## config.mk

```make
export PLATFORM = sky130hd
export DESIGN_NAME = spi_wp_ctrl
export DESIGN_NICKNAME = d
export VERILOG_FILES = /design/src/rtl/spi_wp_pkg.sv /design/src/rtl/spi_wp_shifter.sv /design/src/rtl/spi_wp_cmd.sv /design/src/rtl/spi_wp_guard.sv /design/src/rtl/spi_wp_ctrl.sv
export SDC_FILE = /design/constraint.sdc
export NUM_CORES = 1
export LEC_CHECK = 0
export BUFFER_PORTS_ARGS = -buffer_cell sky130_fd_sc_hd__buf_2
export CAP_MARGIN = 10
export CORE_UTILIZATION = 40
export CTS_CLUSTER_DIAMETER = 40
export DETAILED_ROUTE_END_ITERATION = 10
export GPL_TIMING_DRIVEN = 0
export PLACE_DENSITY = 0.66
export SLEW_MARGIN = 20
export SYNTH_ARGS = -nofsm -noshare
export SYNTH_HDL_FRONTEND = slang
export SYNTH_SLANG_ARGS = --single-unit
```

## constraint.sdc

```tcl
create_clock -name clk -period 2.4 [get_ports clk]
set_clock_uncertainty 0.15 [all_clocks]
set_input_delay 0.12 -clock clk [delete_from_list [all_inputs] [get_ports clk]]
set_output_delay 0.12 -clock clk [all_outputs]
set_load 0.01 [all_outputs]
```

## src/rtl/spi_wp_pkg.sv

```systemverilog
package spi_wp_pkg;

  localparam logic [7:0] OP_LATCH_SET = 8'h06;
  localparam logic [7:0] OP_LATCH_CLR = 8'h04;
  localparam logic [7:0] OP_STAT_RD   = 8'h05;
  localparam logic [7:0] OP_STAT_WR   = 8'h01;

  // field positions the status read and status write decode
  localparam int CODE_HI_BIT = 3;
  localparam int CODE_LO_BIT = 2;
  localparam int LATCH_BIT   = 1;

  typedef enum logic [1:0] {
    ACT_NONE,
    ACT_SET,
    ACT_CLR,
    ACT_WSTAT
  } act_e;

  typedef enum logic [1:0] {
    PH_OPCODE,
    PH_DATA,
    PH_SKIP
  } phase_e;

endpackage

```

## src/rtl/spi_wp_shifter.sv

```systemverilog
module spi_wp_shifter #(
  parameter int BYTE_W = 8
) (
  input  logic              clk,
  input  logic              rst_n,
  input  logic              sck,
  input  logic              cs_n,
  input  logic              mosi,
  input  logic              tx_load,
  input  logic [BYTE_W-1:0] tx_byte,
  output logic              byte_stb,
  output logic [BYTE_W-1:0] rx_byte,
  output logic              aligned,
  output logic              cs_rise,
  output logic              miso_q
);

  localparam int CNT_W = $clog2(BYTE_W);
  localparam logic [CNT_W-1:0] LAST = CNT_W'(BYTE_W - 1);

  logic              sck_q, cs_q;
  logic [CNT_W-1:0]  bit_cnt;
  logic [BYTE_W-1:0] rx_sh, tx_sh;
  logic              sck_up, sck_dn;

  assign sck_up   = ~cs_n & sck & ~sck_q;
  assign sck_dn   = ~cs_n & ~sck & sck_q;
  assign cs_rise  = cs_n & ~cs_q;
  assign aligned  = (bit_cnt == '0);
  assign byte_stb = sck_up & (bit_cnt == LAST);
  assign rx_byte  = {rx_sh[BYTE_W-2:0], mosi};

  always_ff @(posedge clk or negedge rst_n) begin
    if (!rst_n) begin
      sck_q <= 1'b0;
      cs_q  <= 1'b1;
    end else begin
      sck_q <= sck;
      cs_q  <= cs_n;
    end
  end

  always_ff @(posedge clk or negedge rst_n) begin
    if (!rst_n) begin
      bit_cnt <= '0;
      rx_sh   <= '0;
    end else if (cs_n) begin
      bit_cnt <= '0;
      rx_sh   <= '0;
    end else if (sck_up) begin
      rx_sh   <= rx_byte;
      bit_cnt <= (bit_cnt == LAST) ? '0 : bit_cnt + 1'b1;
    end
  end

  always_ff @(posedge clk or negedge rst_n) begin
    if (!rst_n) begin
      tx_sh  <= '0;
      miso_q <= 1'b0;
    end else if (cs_n) begin
      tx_sh  <= '0;
      miso_q <= 1'b0;
    end else if (tx_load) begin
      tx_sh  <= tx_byte;
    end else if (sck_dn) begin
      miso_q <= tx_sh[BYTE_W-1];
      tx_sh  <= {tx_sh[BYTE_W-2:0], 1'b0};
    end
  end

  // output bit moves only after a falling serial edge inside a transaction
  a_r1_out_on_fall: assert property (@(posedge clk) disable iff (!rst_n)
    (!cs_n && $past(!cs_n) && !$stable(miso_q)) |-> $past(sck_q && !sck));

endmodule

```

## src/rtl/spi_wp_cmd.sv

```systemverilog
module spi_wp_cmd
  import spi_wp_pkg::*;
#(
  parameter int BYTE_W = 8,
  parameter int CODE_W = 2
) (
  input  logic              clk,
  input  logic              rst_n,
  input  logic              byte_stb,
  input  logic [BYTE_W-1:0] rx_byte,
  input  logic              aligned,
  input  logic              cs_rise,
  input  logic              wp_n,
  input  logic              mem_grant,
  output logic              wel,
  output logic [CODE_W-1:0] code,
  output logic              tx_load,
  output logic [BYTE_W-1:0] tx_byte
);

  phase_e            phase;
  act_e              act;
  logic [CODE_W-1:0] new_code;
  logic              granted;

  always_comb begin
    tx_byte = '0;
    tx_byte[CODE_HI_BIT:CODE_LO_BIT] = code;
    tx_byte[LATCH_BIT] = wel;
  end

  assign tx_load = byte_stb && (phase == PH_OPCODE) && (rx_byte == OP_STAT_RD);

  always_ff @(posedge clk or negedge rst_n) begin
    if (!rst_n) begin
      phase    <= PH_OPCODE;
      act      <= ACT_NONE;
      new_code <= '0;
    end else if (cs_rise) begin
      phase    <= PH_OPCODE;
      act      <= ACT_NONE;
    end else if (byte_stb) begin
      unique case (phase)
        PH_OPCODE: begin
          phase <= PH_SKIP;
          if (rx_byte == OP_LATCH_SET)      act <= ACT_SET;
          else if (rx_byte == OP_LATCH_CLR) act <= ACT_CLR;
          else if (rx_byte == OP_STAT_WR)   phase <= PH_DATA;
        end
        PH_DATA: begin
          act      <= ACT_WSTAT;
          new_code <= rx_byte[CODE_HI_BIT:CODE_LO_BIT];
          phase    <= PH_SKIP;
        end
        default: phase <= PH_SKIP;
      endcase
    end
  end

  always_ff @(posedge clk or negedge rst_n) begin
    if (!rst_n)         granted <= 1'b0;
    else if (cs_rise)   granted <= 1'b0;
    else if (mem_grant) granted <= 1'b1;
  end

  always_ff @(posedge clk or negedge rst_n) begin
    if (!rst_n) begin
      wel  <= 1'b0;
      code <= '0;
    end else if (cs_rise) begin
      if (aligned) begin
        unique case (act)
          ACT_SET:   wel <= 1'b1;
          ACT_CLR:   wel <= 1'b0;
          ACT_WSTAT: if (wp_n && wel) begin
            code <= new_code;
            wel  <= 1'b0;
          end
          default: ;
        endcase
      end
      if (granted || mem_grant) wel <= 1'b0;
    end
  end

  // the latch changes only as a result of chip select rising
  a_r3_latch_on_cs_rise: assert property (@(posedge clk) disable iff (!rst_n)
    !$stable(wel) |-> $past(cs_rise));
  // the code changes only if the pin was high and the latch was set
  a_r5_code_needs_pin_latch: assert property (@(posedge clk) disable iff (!rst_n)
    !$stable(code) |-> $past(wp_n && wel));
  // a code update always leaves the latch clear
  a_r4_code_write_clears_latch: assert property (@(posedge clk) disable iff (!rst_n)
    !$stable(code) |-> !wel);

endmodule

```

## src/rtl/spi_wp_guard.sv

```systemverilog
module spi_wp_guard #(
  parameter int ADDR_W = 9,
  parameter int CODE_W = 2
) (
  input  logic              clk,
  input  logic              rst_n,
  input  logic              req_valid,
  input  logic [ADDR_W-1:0] req_addr,
  input  logic              wp_n,
  input  logic              wel,
  input  logic [CODE_W-1:0] code,
  output logic              grant,
  output logic              block
);

  localparam int DEPTH = 1 << ADDR_W;
  localparam logic [ADDR_W-1:0] QUARTER_BASE = ADDR_W'((DEPTH / 4) * 3);
  localparam logic [ADDR_W-1:0] HALF_BASE    = ADDR_W'(DEPTH / 2);

  logic in_range;

  always_comb begin
    unique case (code)
      2'b00:   in_range = 1'b0;
      2'b01:   in_range = (req_addr >= QUARTER_BASE);
      2'b10:   in_range = (req_addr >= HALF_BASE);
      default: in_range = 1'b1;
    endcase
  end

  assign grant = req_valid & wp_n & wel & ~in_range;
  assign block = req_valid & ~grant;

  // with every address protected no request may ever pass
  a_r7_full_code_blocks: assert property (@(posedge clk) disable iff (!rst_n)
    (code == 2'b11) |-> !grant);
  // a low pin refuses every valid request
  a_r8_pin_low_refuses: assert property (@(posedge clk) disable iff (!rst_n)
    (!wp_n && req_valid) |-> block);

endmodule

```

## src/rtl/spi_wp_ctrl.sv

```systemverilog
module spi_wp_ctrl
  import spi_wp_pkg::*;
#(
  parameter int ADDR_W = 9,
  parameter int BYTE_W = 8,
  parameter int CODE_W = 2
) (
  input  logic              clk,
  input  logic              rst_n,
  input  logic              sck,
  input  logic              cs_n,
  input  logic              mosi,
  output logic              miso,
  output logic              miso_oe,
  input  logic              wp_n,
  input  logic              req_valid,
  input  logic [ADDR_W-1:0] req_addr,
  output logic              req_grant,
  output logic              req_block
);

  logic              byte_stb, aligned, cs_rise, tx_load, miso_q, wel;
  logic [BYTE_W-1:0] rx_byte, tx_byte;
  logic [CODE_W-1:0] code;

  spi_wp_shifter #(.BYTE_W(BYTE_W)) u_shift (
    .clk(clk), .rst_n(rst_n), .sck(sck), .cs_n(cs_n), .mosi(mosi),
    .tx_load(tx_load), .tx_byte(tx_byte), .byte_stb(byte_stb),
    .rx_byte(rx_byte), .aligned(aligned), .cs_rise(cs_rise), .miso_q(miso_q)
  );

  spi_wp_cmd #(.BYTE_W(BYTE_W), .CODE_W(CODE_W)) u_cmd (
    .clk(clk), .rst_n(rst_n), .byte_stb(byte_stb), .rx_byte(rx_byte),
    .aligned(aligned), .cs_rise(cs_rise), .wp_n(wp_n), .mem_grant(req_grant),
    .wel(wel), .code(code), .tx_load(tx_load), .tx_byte(tx_byte)
  );

  spi_wp_guard #(.ADDR_W(ADDR_W), .CODE_W(CODE_W)) u_guard (
    .clk(clk), .rst_n(rst_n), .req_valid(req_valid), .req_addr(req_addr),
    .wp_n(wp_n), .wel(wel), .code(code), .grant(req_grant), .block(req_block)
  );

  assign miso_oe = ~cs_n;
  assign miso    = miso_q & ~cs_n;

  // output stays quiet while the pad driver is disabled
  a_r10_quiet_when_off: assert property (@(posedge clk) disable iff (!rst_n)
    !miso_oe |-> !miso);

endmodule

```

## Word level (Yosys, flattened, before mapping)

Index checks and enable logic that the tools add are counted.

- Register bits: 31
- Input bits: 16

- Bitwise gates (word level): 18
- Add/sub/neg operators: 1
- Equal/unequal tests: 14
- Reduce and logical (&&, ||, !) cells: 20
- Order comparisons: 2
- Mux-type cells: 29

Operator list:

| kind | number |
|---|---|
| == test 8 x 3 -> 1 bit, second input constant | 3 |
| two-way mux 8 bit | 3 |
| two-way mux 2 bit | 10 |
| >= comparator 9 bit, second input constant | 2 |
| two-way mux 7 bit | 2 |
| bitwise AND 1 bit | 11 |
| nonzero test 2 bit | 5 |
| two-way mux 3 bit | 3 |
| == test 8 x 1 -> 1 bit, second input constant | 1 |
| two-way mux 1 bit | 8 |
| AND reduction 4 bit | 2 |
| inverter 1 bit | 7 |
| == test 2 x 1 -> 1 bit, second input constant | 3 |
| == test 2 bit, second input constant | 3 |
| case mux 1 bit (3 select lines) | 2 |
| AND reduction 3 bit | 2 |
| nonzero test 3 bit | 2 |
| zero test 2 bit | 2 |
| inequality test 4 bit, second input constant | 1 |
| case mux 2 bit (2 select lines) | 1 |
| nonzero test 4 bit | 1 |
| adder 3 x 1 -> 3 bit, second input constant | 1 |
| == test 3 bit, second input constant | 1 |
| logical AND 1 bit | 3 |
| other kinds (5) | 5 |

## Logic depth before layout (Yosys ltp)

Gate-level depths: netlist (run 1).

- Word-level depth: 8
- Depth in mapped cells: 7
- Gate-level depth less buffers: 6

## Hierarchy

From an unflattened synthesis (run 1), not the netlist that was laid out.

- Cell total of the unflattened synthesis: 166
- Area total of the unflattened synthesis: 1700.4 um^2

By module, submodules not included:

| module | area an instance (um^2) | cells each | times used |
|---|---|---|---|
| spi_wp_shifter | 1024.7 | 97 | 1 |
| spi_wp_cmd | 631.9 | 61 | 1 |
| spi_wp_guard | 33.8 | 6 | 1 |
| spi_wp_ctrl | 10.0 | 2 | 1 |

## Worst setup path after synthesis (run 1)

OpenSTA, ideal clock, no wires.

- Path kind: reg2reg
- Start: register u_shift.bit_cnt[0]
- End: register u_shift.tx_sh[2]
- Data required time: 2.155 ns
- Path slack: 0.693 ns
- Setup time: 0.095 ns
- Arrival time: 1.461 ns
- Stages on the path, launching flop included: 7
- Path buffers: 1
- Period minus slack after synthesis: 1.707 ns
- Path through: dfrtp_1 > ha_1 > ha_1 > nand4bb_4 > and4b_2 > buf_4 > o31ai_1

- Cells in the longest elaborated chain, start to end: 6
- Elaborated cells on any way between the ends: 7
- Classes of those cells: eq/ne: 1; mux: 2; bitwise: 1; reduce/logical: 3

Ends and longest elaborated chain:

| what | RTL line | RTL |
|---|---|---|
| start, declared | spi_wp_shifter.sv:22 | `logic [CNT_W-1:0] bit_cnt;` |
| start signal, assigned | spi_wp_shifter.sv:52 | `bit_cnt <= (bit_cnt == LAST) ? '0 : bit_cnt + 1'b1;` |
| == test 3 bit * | spi_wp_shifter.sv:30 | `assign byte_stb = sck_up & (bit_cnt == LAST);` |
| bitwise AND 1 bit * | spi_wp_shifter.sv:30 |  |
| logical AND 1 bit * (2 in series) | spi_wp_cmd.sv:32 | `assign tx_load = byte_stb && (phase == PH_OPCODE) && (rx_byte == OP_STAT_RD);` |
| two-way mux 8 bit | spi_wp_shifter.sv:63 | `end else if (tx_load) begin` |
| two-way mux 8 bit | spi_wp_shifter.sv:60 | `end else if (cs_n) begin` |
| end signal, assigned | spi_wp_shifter.sv:64 | `tx_sh <= tx_byte;` |
| end signal, assigned | spi_wp_shifter.sv:67 | `tx_sh <= {tx_sh[BYTE_W-2:0], 1'b0};` |
| end, declared | spi_wp_shifter.sv:23 | `logic [BYTE_W-1:0] rx_sh, tx_sh;` |

Every way passes the cells marked *; elsewhere a longest branch is shown, timed or not.
A chain may end at the register's enable or synchronous reset.

## Worst setup path after layout (run 1)

Same ends and word-level chain as after synthesis.

==> results of run 1 <==
-- critical path: stages, from the launching register on --
cell                        delay [ns]
sky130_fd_sc_hd__dfrtp_1          0.38
sky130_fd_sc_hd__ha_1             0.20
sky130_fd_sc_hd__ha_1             0.24
sky130_fd_sc_hd__nand4bb_4        0.14
sky130_fd_sc_hd__and4b_2          0.24
sky130_fd_sc_hd__buf_4            0.17
sky130_fd_sc_hd__o31ai_1          0.22
-- power by group through the flow --
stage                     Combinational, mW  Sequential, mW  Clock, mW
after floorplan                      0.0647           0.545          0
after global placement               0.0976           0.548          0
after detailed placement              0.103           0.551          0
after CTS                             0.108           0.541      0.426
after global routing                  0.120           0.543      0.446
final                                 0.107           0.541      0.416
-- state kept, by name, indices dropped and copies added, names as in the netlist --
register and flops:
u_cmd.act 2, u_cmd.code 2, u_cmd.granted 1, u_cmd.new_code 2, u_cmd.phase 2, u_cmd.wel 1
u_shift.bit_cnt 3, u_shift.cs_q 1, u_shift.miso_q 1, u_shift.rx_sh 7, u_shift.sck_q 1, u_shift.tx_sh 7
-- final cells by class --
| type | instances | area [µm²] | share of cell area [%] |
|---|---|---|---|
| multi-input combinational | 105 | 681 | 38.7 |
| buffer | 7 | 36.3 | 2.06 |
| timing repair buffer | 16 | 100 | 5.69 |
| clock buffer | 7 | 86.3 | 4.91 |
| tap | 46 | 57.6 | 3.27 |
| sequential | 30 | 752 | 42.7 |
| clock inverter | 1 | 5.00 | 0.284 |
| inverter | 11 | 41.3 | 2.35 |
-- timing repair --
item	in CTS	in global routing
gates resized for setup	0	0
hold endpoints to repair	32	0
hold buffers	4	0
-- routing by layer --
layer	vias to the layer above	share of wire [%]	GRT usage, %
li1	573	-	-
met1	575	48	21.4
met2	20	47	27.1
met3	4	3.1	4.35
met4	0	1.3	8.24
met5	-	0	0
-- cell families (layout without fill, tap and decap cells) --
family	after synthesis	in the layout
buf+inv	18	42
compound gates	30	30
flops	30	30
simple gates	62	62
fa+ha+maj	5	5
mux	8	8
-- worst paths after layout --
| path | startpoint | endpoint | slack [ns] |
|---|---|---|---|
| min in group asynchronous | rst_n | u_cmd.code[0]$_DFFE_PN0P_ | 0.25 |
| hold reg to reg | u_cmd.granted$_DFFE_PN0P_ | u_cmd.granted$_DFFE_PN0P_ | 0.35 |
| hold / removal | wp_n | u_cmd.wel$_DFFE_PN0P_ | 0.09 |
| setup reg to reg | u_shift.bit_cnt[0]$_DFFE_PN0P_ | u_shift.tx_sh[2]$_DFFE_PN0P_ | 0.57 |
| setup / recovery | u_shift.bit_cnt[0]$_DFFE_PN0P_ | u_shift.tx_sh[2]$_DFFE_PN0P_ | 0.57 |
| max in group asynchronous | rst_n | u_shift.sck_q$_DFF_PN0_ | 1.41 |
-- cell usage after synthesis (all sizes together) (2+ instances only) --
cell    number
or3          2
dfrtp       29
nor4b        2
a21oi       16
nand2b       3
nand3       11
inv         10
o21ai        4
nor3         3
nand2       22
mux2i        4
or2b         2
mux2         4
o31ai        2
o32ai        4
ha           5
nor2         8
buf          6
==> results.rst, run 1 <==
.. list-table::
   :header-rows: 1

   * - Metric
     - Value
   * - Wirelength, routed
     - 2930 µm
   * - Pwr Density
     - 604 nW/µm²
   * - Worst slew margin relative to its limit
     - 55.8%
   * - Number of enable flip-flop cells after synthesis
     - 0
   * - Most instantiated flip-flop cell in the synthesis netlist
     - sky130_fd_sc_hd__dfrtp_1
   * - Post-placement worst setup slack
     - 0.580 ns
   * - Synth Instances
     - 153
   * - Fraction of layout instances using a drive strength above 1
     - 21.5%
   * - Number of antenna violations at the first check in global routing
     - 0
   * - # IOs
     - 20
   * - Sequential element share of the synthesized area
     - 49.8%
   * - Element type at the critical path start
     - flip-flop
   * - First DRT Iteration DRCs
     - 59
   * - Final count of pins violating max slew
     - 0
   * - Number of global-route vias before repair
     - 1176
   * - Maximum number of pins on one net before global-route repair
     - 31
   * - Proportion of register bits with asynchronous set or reset after synthesis
     - 100%
   * - Worst VDD drop
     - 0.301 mV
   * - Highest fanout seen on the critical path
     - 10
   * - Count of buffers from port buffering
     - 12
   * - Post-CTS Repair Setup Buffers
     - 0
   * - Post-detailed-route count of antenna-violating nets
     - 0
   * - Required time of the worst setup path
     - 2.44 ns
   * - Summed negative setup slack over all endpoints
     - 0 ns
   * - Hold Path Cell Cnt
     - 4
   * - Routability-driven placement congestion ratio
     - 0.737
   * - Routed via count
     - 1172
   * - CP arrival
     - 1.87 ns
   * - Leading cell type in the layout, fill and taps excluded
     - sky130_fd_sc_hd__dfrtp_1
   * - Total net switching power
     - 0.264 mW
   * - Clock tree from TritonCTS
     - built
   * - HPWL Detailed
     - 2050 µm
   * - Via density per instance
     - 5.26
   * - Diodes inserted
     - 0
   * - Depth of the CTS H-tree
     - 2
   * - GR Util All Layers
     - 17.1%
   * - Post-route minimum period
     - 1.83 ns
   * - Clk slew on worst S/H paths
     - 0.07 ns
   * - Top cells by area in the synthesized netlist
     - sky130_fd_sc_hd__dfrtp_1 48%, sky130_fd_sc_hd__nand2_1 5.5%, sky130_fd_sc_hd__a21oi_1 5.3%, sky130_fd_sc_hd__ha_1 4.1%, sky130_fd_sc_hd__nand3_1 3.6%
   * - Number of remaining DRC errors
     - 0
   * - Worst Setup Slack, final
     - 0.568 ns
   * - Number of filler instances in the final layout
     - 349
   * - Final count of hold timing violations
     - 0
   * - Worst Reg2Reg Path Length in Cells
     - 6
   * - Synthesized flop and latch total
     - 30
   * - Count of TritonRoute iterations in the first routing pass
     - 4
   * - Chip Width
     - 63.4 µm
   * - Total non-filler cell area in the finished layout
     - 1760 µm²
   * - Post-synthesis simple-gate area fraction
     - 23.3%
   * - Critical path type
     - reg -> reg
   * - Slew of the pin with the lowest slew margin
     - 0.662 ns
   * - Initial Util
     - 43.5%
   * - Max Buffers Root-to-Sink
     - 2
   * - Die outline height
     - 63.4 µm
   * - Die Footprint
     - 4030 µm²
   * - Core Region
     - 3470 µm²
   * - Overall power after layout
     - 1.06 mW
   * - Routed length per placed instance
     - 13.1 µm
   * - Ratio of final minimum period to clock period
     - 76.3%
   * - Synth cell types
     - 39
   * - Portion of netlist area occupied by mux cells
     - 5.63%
   * - Sinks on Clock Net
     - 30
   * - Post-synthesis net count
     - 174
   * - Combinational family with the most area after synthesis
     - simple AND/OR/NAND/NOR gates
   * - Crit end category
     - flip-flop
   * - Wire length of the first global-routing pass
     - 5190 µm
   * - Area share of xor/xnor cells in the synthesized design
     - 0%
   * - Post-synthesis compound-gate area fraction
     - 12.0%
   * - Peak Freq
     - 546 MHz
   * - Synth Area per Inst
     - 9.87 µm²
   * - Cell area after placement
     - 1630 µm²
   * - Net switching share of the total power
     - 24.8%
   * - Summed instance area of the synthesized netlist
     - 1510 µm²
   * - Clock power share
     - 39.1%
   * - Placement Rows
     - 21
   * - Global route total overflow
     - 0
   * - Unrepaired setup endpoints after global routing
     - no
   * - Fraction of the core area covered by cells at the end of the flow
     - 50.7%
   * - Number of setup violations in the final report
     - 0
   * - Cell type with the highest aggregate area in the netlist
     - sky130_fd_sc_hd__dfrtp_1
   * - Clock latency at the later pin of the worst-skew pair
     - 0.28 ns
   * - Design internal power
     - 0.799 mW
   * - Portion of synthesized cell area occupied by the leading cell type
     - 48.1%
   * - Sequential fraction of design power
     - 50.9%
   * - Total clock buffers created by CTS
     - 5
   * - Leakage power
     - 0.809 nW
   * - Total placed cells including tap cells
     - 211
   * - Max capacitance violation total
     - 0
   * - Final net count
     - 197
   * - Synth Area in Adders
     - 4.14%
   * - Path category of the worst min-delay check
     - in -> reg
   * - Combinational group share of total power
     - 10.0%
   * - Count of placed standard cells in the final layout, fillers left out
     - 223
   * - Total of warnings raised by yosys
     - 0
   * - CTS Root Cell
     - sky130_fd_sc_hd__clkbuf_8
   * - Outcome
     - completed
   * - Synthesis-to-finish area growth
     - 16.5%
   * - Commonest cells after routing, fill and taps aside
     - 29 x sky130_fd_sc_hd__dfrtp_1, 22 x sky130_fd_sc_hd__nand2_1, 17 x sky130_fd_sc_hd__buf_2, 16 x sky130_fd_sc_hd__a21oi_1, 11 x sky130_fd_sc_hd__nand3_1
   * - Hold slack final
     - 0.0871 ns
Note: power is estimated with default switching activity, not from simulation.
==> run 2, diff against run 1 <==
==> constraint.sdc (replaced) <==
create_clock -name clk -period 1.7 [get_ports clk]
set_clock_uncertainty 0.15 [all_clocks]
set_input_delay 0.085 -clock clk [delete_from_list [all_inputs] [get_ports clk]]
set_output_delay 0.085 -clock clk [all_outputs]
set_load 0.01 [all_outputs]
==> run 2 against run 1 <==
Against the previous run:
- the run now ends with setup timing left
- sequential power up 42%
- worst setup slack got worse by 0.58 ns
- clock power is 40% higher
- non-clock buffer count rose by 10
- final area grew 9.0%
- utilization increased by 4.6 points
- register-to-register slack worse by 0.58 ns
- maximum frequency increased by 6.7%
- largest power group unchanged
==> results.rst, run 2 (same netlist as run 1, synthesis figures left out) <==
.. list-table::
   :header-rows: 1

   * - Metric
     - Value
   * - Outcome
     - finished, violations left
   * - Violated checks
     - setup timing
   * - Max capacitance violation total
     - 0
   * - HPWL Detailed
     - 2070 µm
   * - Maximum number of pins on one net before global-route repair
     - 31
   * - Routed length per placed instance
     - 13.8 µm
   * - Required time of the worst setup path
     - 1.70 ns
   * - Initial Util
     - 43.5%
   * - Placement Rows
     - 21
   * - Global route total overflow
     - 0
   * - Total net switching power
     - 0.385 mW
   * - Post-detailed-route count of antenna-violating nets
     - 0
   * - Number of remaining DRC errors
     - 0
   * - Final count of hold timing violations
     - 0
   * - Count of buffers from port buffering
     - 12
   * - Worst Reg2Reg Path Length in Cells
     - 6
   * - Design internal power
     - 1.14 mW
   * - Total clock buffers created by CTS
     - 5
   * - Slew of the pin with the lowest slew margin
     - 0.659 ns
   * - Final count of pins violating max slew
     - 0
   * - Crit-path max cell delay
     - 0.36 ns
   * - Element type at the critical path start
     - flip-flop
   * - GR Util All Layers
     - 18.1%
   * - Wirelength, routed
     - 3220 µm
   * - CTS Root Cell
     - sky130_fd_sc_hd__clkbuf_8
   * - Leakage power
     - 0.855 nW
   * - Diodes inserted
     - 0
   * - Max Buffers Root-to-Sink
     - 2
   * - Routability-driven placement congestion ratio
     - 0.726
   * - Largest registers
     - u_shift.rx_sh: 7 flops, u_shift.tx_sh: 7 flops, u_shift.bit_cnt: 3 flops
   * - Fraction of the core area covered by cells at the end of the flow
     - 55.3%
   * - Worst slew margin relative to its limit
     - 56.0%
   * - Clock tree from TritonCTS
     - built
   * - Chip Width
     - 63.4 µm
   * - Ratio of final minimum period to clock period
     - 101%
   * - Sequential fraction of design power
     - 50.4%
   * - Net switching share of the total power
     - 25.3%
   * - Post-placement worst setup slack
     - -0.119 ns
   * - Routed via count
     - 1200
   * - # IOs
     - 20
   * - Worst VDD drop
     - 0.506 mV
   * - First DRT Iteration DRCs
     - 31
   * - Die Footprint
     - 4030 µm²
   * - Wire length of the first global-routing pass
     - 5530 µm
   * - Number of global-route vias before repair
     - 1181
   * - Via density per instance
     - 5.15
   * - Post-route minimum period
     - 1.72 ns
   * - Commonest cells after routing, fill and taps aside
     - 29 x sky130_fd_sc_hd__dfrtp_1, 21 x sky130_fd_sc_hd__nand2_1, 17 x sky130_fd_sc_hd__buf_2, 15 x sky130_fd_sc_hd__a21oi_1, 10 x sky130_fd_sc_hd__inv_1
   * - Crit end category
     - flip-flop
   * - Fraction of layout instances using a drive strength above 1
     - 32.1%
   * - Leading cell type in the layout, fill and taps excluded
     - sky130_fd_sc_hd__dfrtp_1
   * - Number of setup violations in the final report
     - 3
   * - Pwr Density
     - 794 nW/µm²
   * - Die outline height
     - 63.4 µm
   * - Clk slew on worst S/H paths
     - 0.07 ns
   * - Number of filler instances in the final layout
     - 322
   * - Clock power share
     - 38.3%
   * - Sinks on Clock Net
     - 30
   * - Combinational group share of total power
     - 11.3%
   * - Summed negative setup slack over all endpoints
     - -0.0396 ns
   * - Synthesis-to-finish area growth
     - 27.0%
   * - Depth of the CTS H-tree
     - 2
   * - Count of TritonRoute iterations in the first routing pass
     - 5
   * - Hold Path Cell Cnt
     - 4
   * - Highest fanout seen on the critical path
     - 5
   * - Critical path type
     - reg -> reg
   * - Worst-path cell chain
     - ha_2, ha_4, nand4bb_4, and4b_2, buf_6, o32ai_1
   * - Core Region
     - 3470 µm²
   * - CP arrival
     - 1.72 ns
   * - Clock latency at the later pin of the worst-skew pair
     - 0.28 ns
   * - Path category of the worst min-delay check
     - in -> reg
   * - Number of antenna violations at the first check in global routing
     - 0
   * - Peak Freq
     - 582 MHz
   * - Worst Setup Slack, final
     - -0.0171 ns
   * - Final net count
     - 207
   * - Unrepaired setup endpoints after global routing
     - yes
   * - Critical-path cell with the highest stage delay
     - sky130_fd_sc_hd__dfrtp_1
[run 2: changes by cell type in the layout (fill, tap and decap cells not counted), sizes merged]
cell,before,now
clkinv,2,1
clkinvlp,0,1
buf,18,28
[run 2: per-layer routing]
metal  wire, µm  GRT usage (%)
met2       1590           29.3
met5          0              0
met1       1500           22.9
met3        100           6.52
met4         29           4.26
[run 2: worst max-delay path, delay by kind of cell (launching register included)]
family | cells | cell delay, ns
buffers and inverters | 1 | 0.14
adder cells (fa/ha/maj) | 2 | 0.35
AND/OR/NAND/NOR | 2 | 0.50
AO/OA/AOI/OAI | 1 | 0.09
flip-flops | 1 | 0.36
[run 2: final cells by class]
cell class	count	area (µm²)	share of cell area, %
Clock inverter	1	5.00	0.261
Multi-Input combinational cell	105	753	39.3
Tap cell	46	57.6	3.00
Clock buffer	7	86.3	4.50
Timing Repair Buffer	26	179	9.33
Inverter	11	45.0	2.35
Buffer	7	40.0	2.09
Sequential cell	30	752	39.2
[run 2: through the flow]
stage          hold slack (ns)  total power, mW  area, µm²  std cells
3_5_place_dp           0.00510            0.925       1630        211
4_1_cts                 0.0752             1.52       1840        228
6_report                0.0814             1.52       1920        233
5_1_grt                 0.0942             1.60       1920        233
2_1_floorplan           -0.361            0.860       1510        153
3_3_place_gp           0.00179            0.912       1630        211
[run 2: repair_timing]
action,4_1_cts,5_1_grt
resized for setup,9,11
setup buffers,4,5
hold buffers,4,0
setup endpoints to repair,13,18
cloned,1,0
pin swaps,4,6
endpoints found under the hold margin,32,0
[run 2: power by group through the flow]
stage	registers, mW	clock network, mW	logic, mW
after detailed placement	0.778	0	0.147
final	0.768	0.583	0.172
after floorplan	0.769	0	0.0914
after global placement	0.774	0	0.138
after CTS	0.766	0.593	0.164
after global routing	0.772	0.636	0.196
[run 2: path summary, 6_finish.rpt]
kind                                                     end  slack, ns                            from
max in group asynchronous         u_shift.miso_q$_DFFE_PN0P_       0.76                           rst_n
worst min register to register     u_cmd.code[1]$_DFFE_PN0P_       0.35   u_cmd.new_code[1]$_DFFE_PN0P_
worst max register to register  u_shift.tx_sh[4]$_DFFE_PN0P_      -0.02  u_shift.bit_cnt[1]$_DFFE_PN0P_
min in group asynchronous       u_shift.tx_sh[1]$_DFFE_PN0P_       0.22                           rst_n
worst min-delay path               u_cmd.granted$_DFFE_PN0P_       0.08                     req_addr[7]
worst max-delay path            u_shift.tx_sh[4]$_DFFE_PN0P_      -0.02  u_shift.bit_cnt[1]$_DFFE_PN0P_
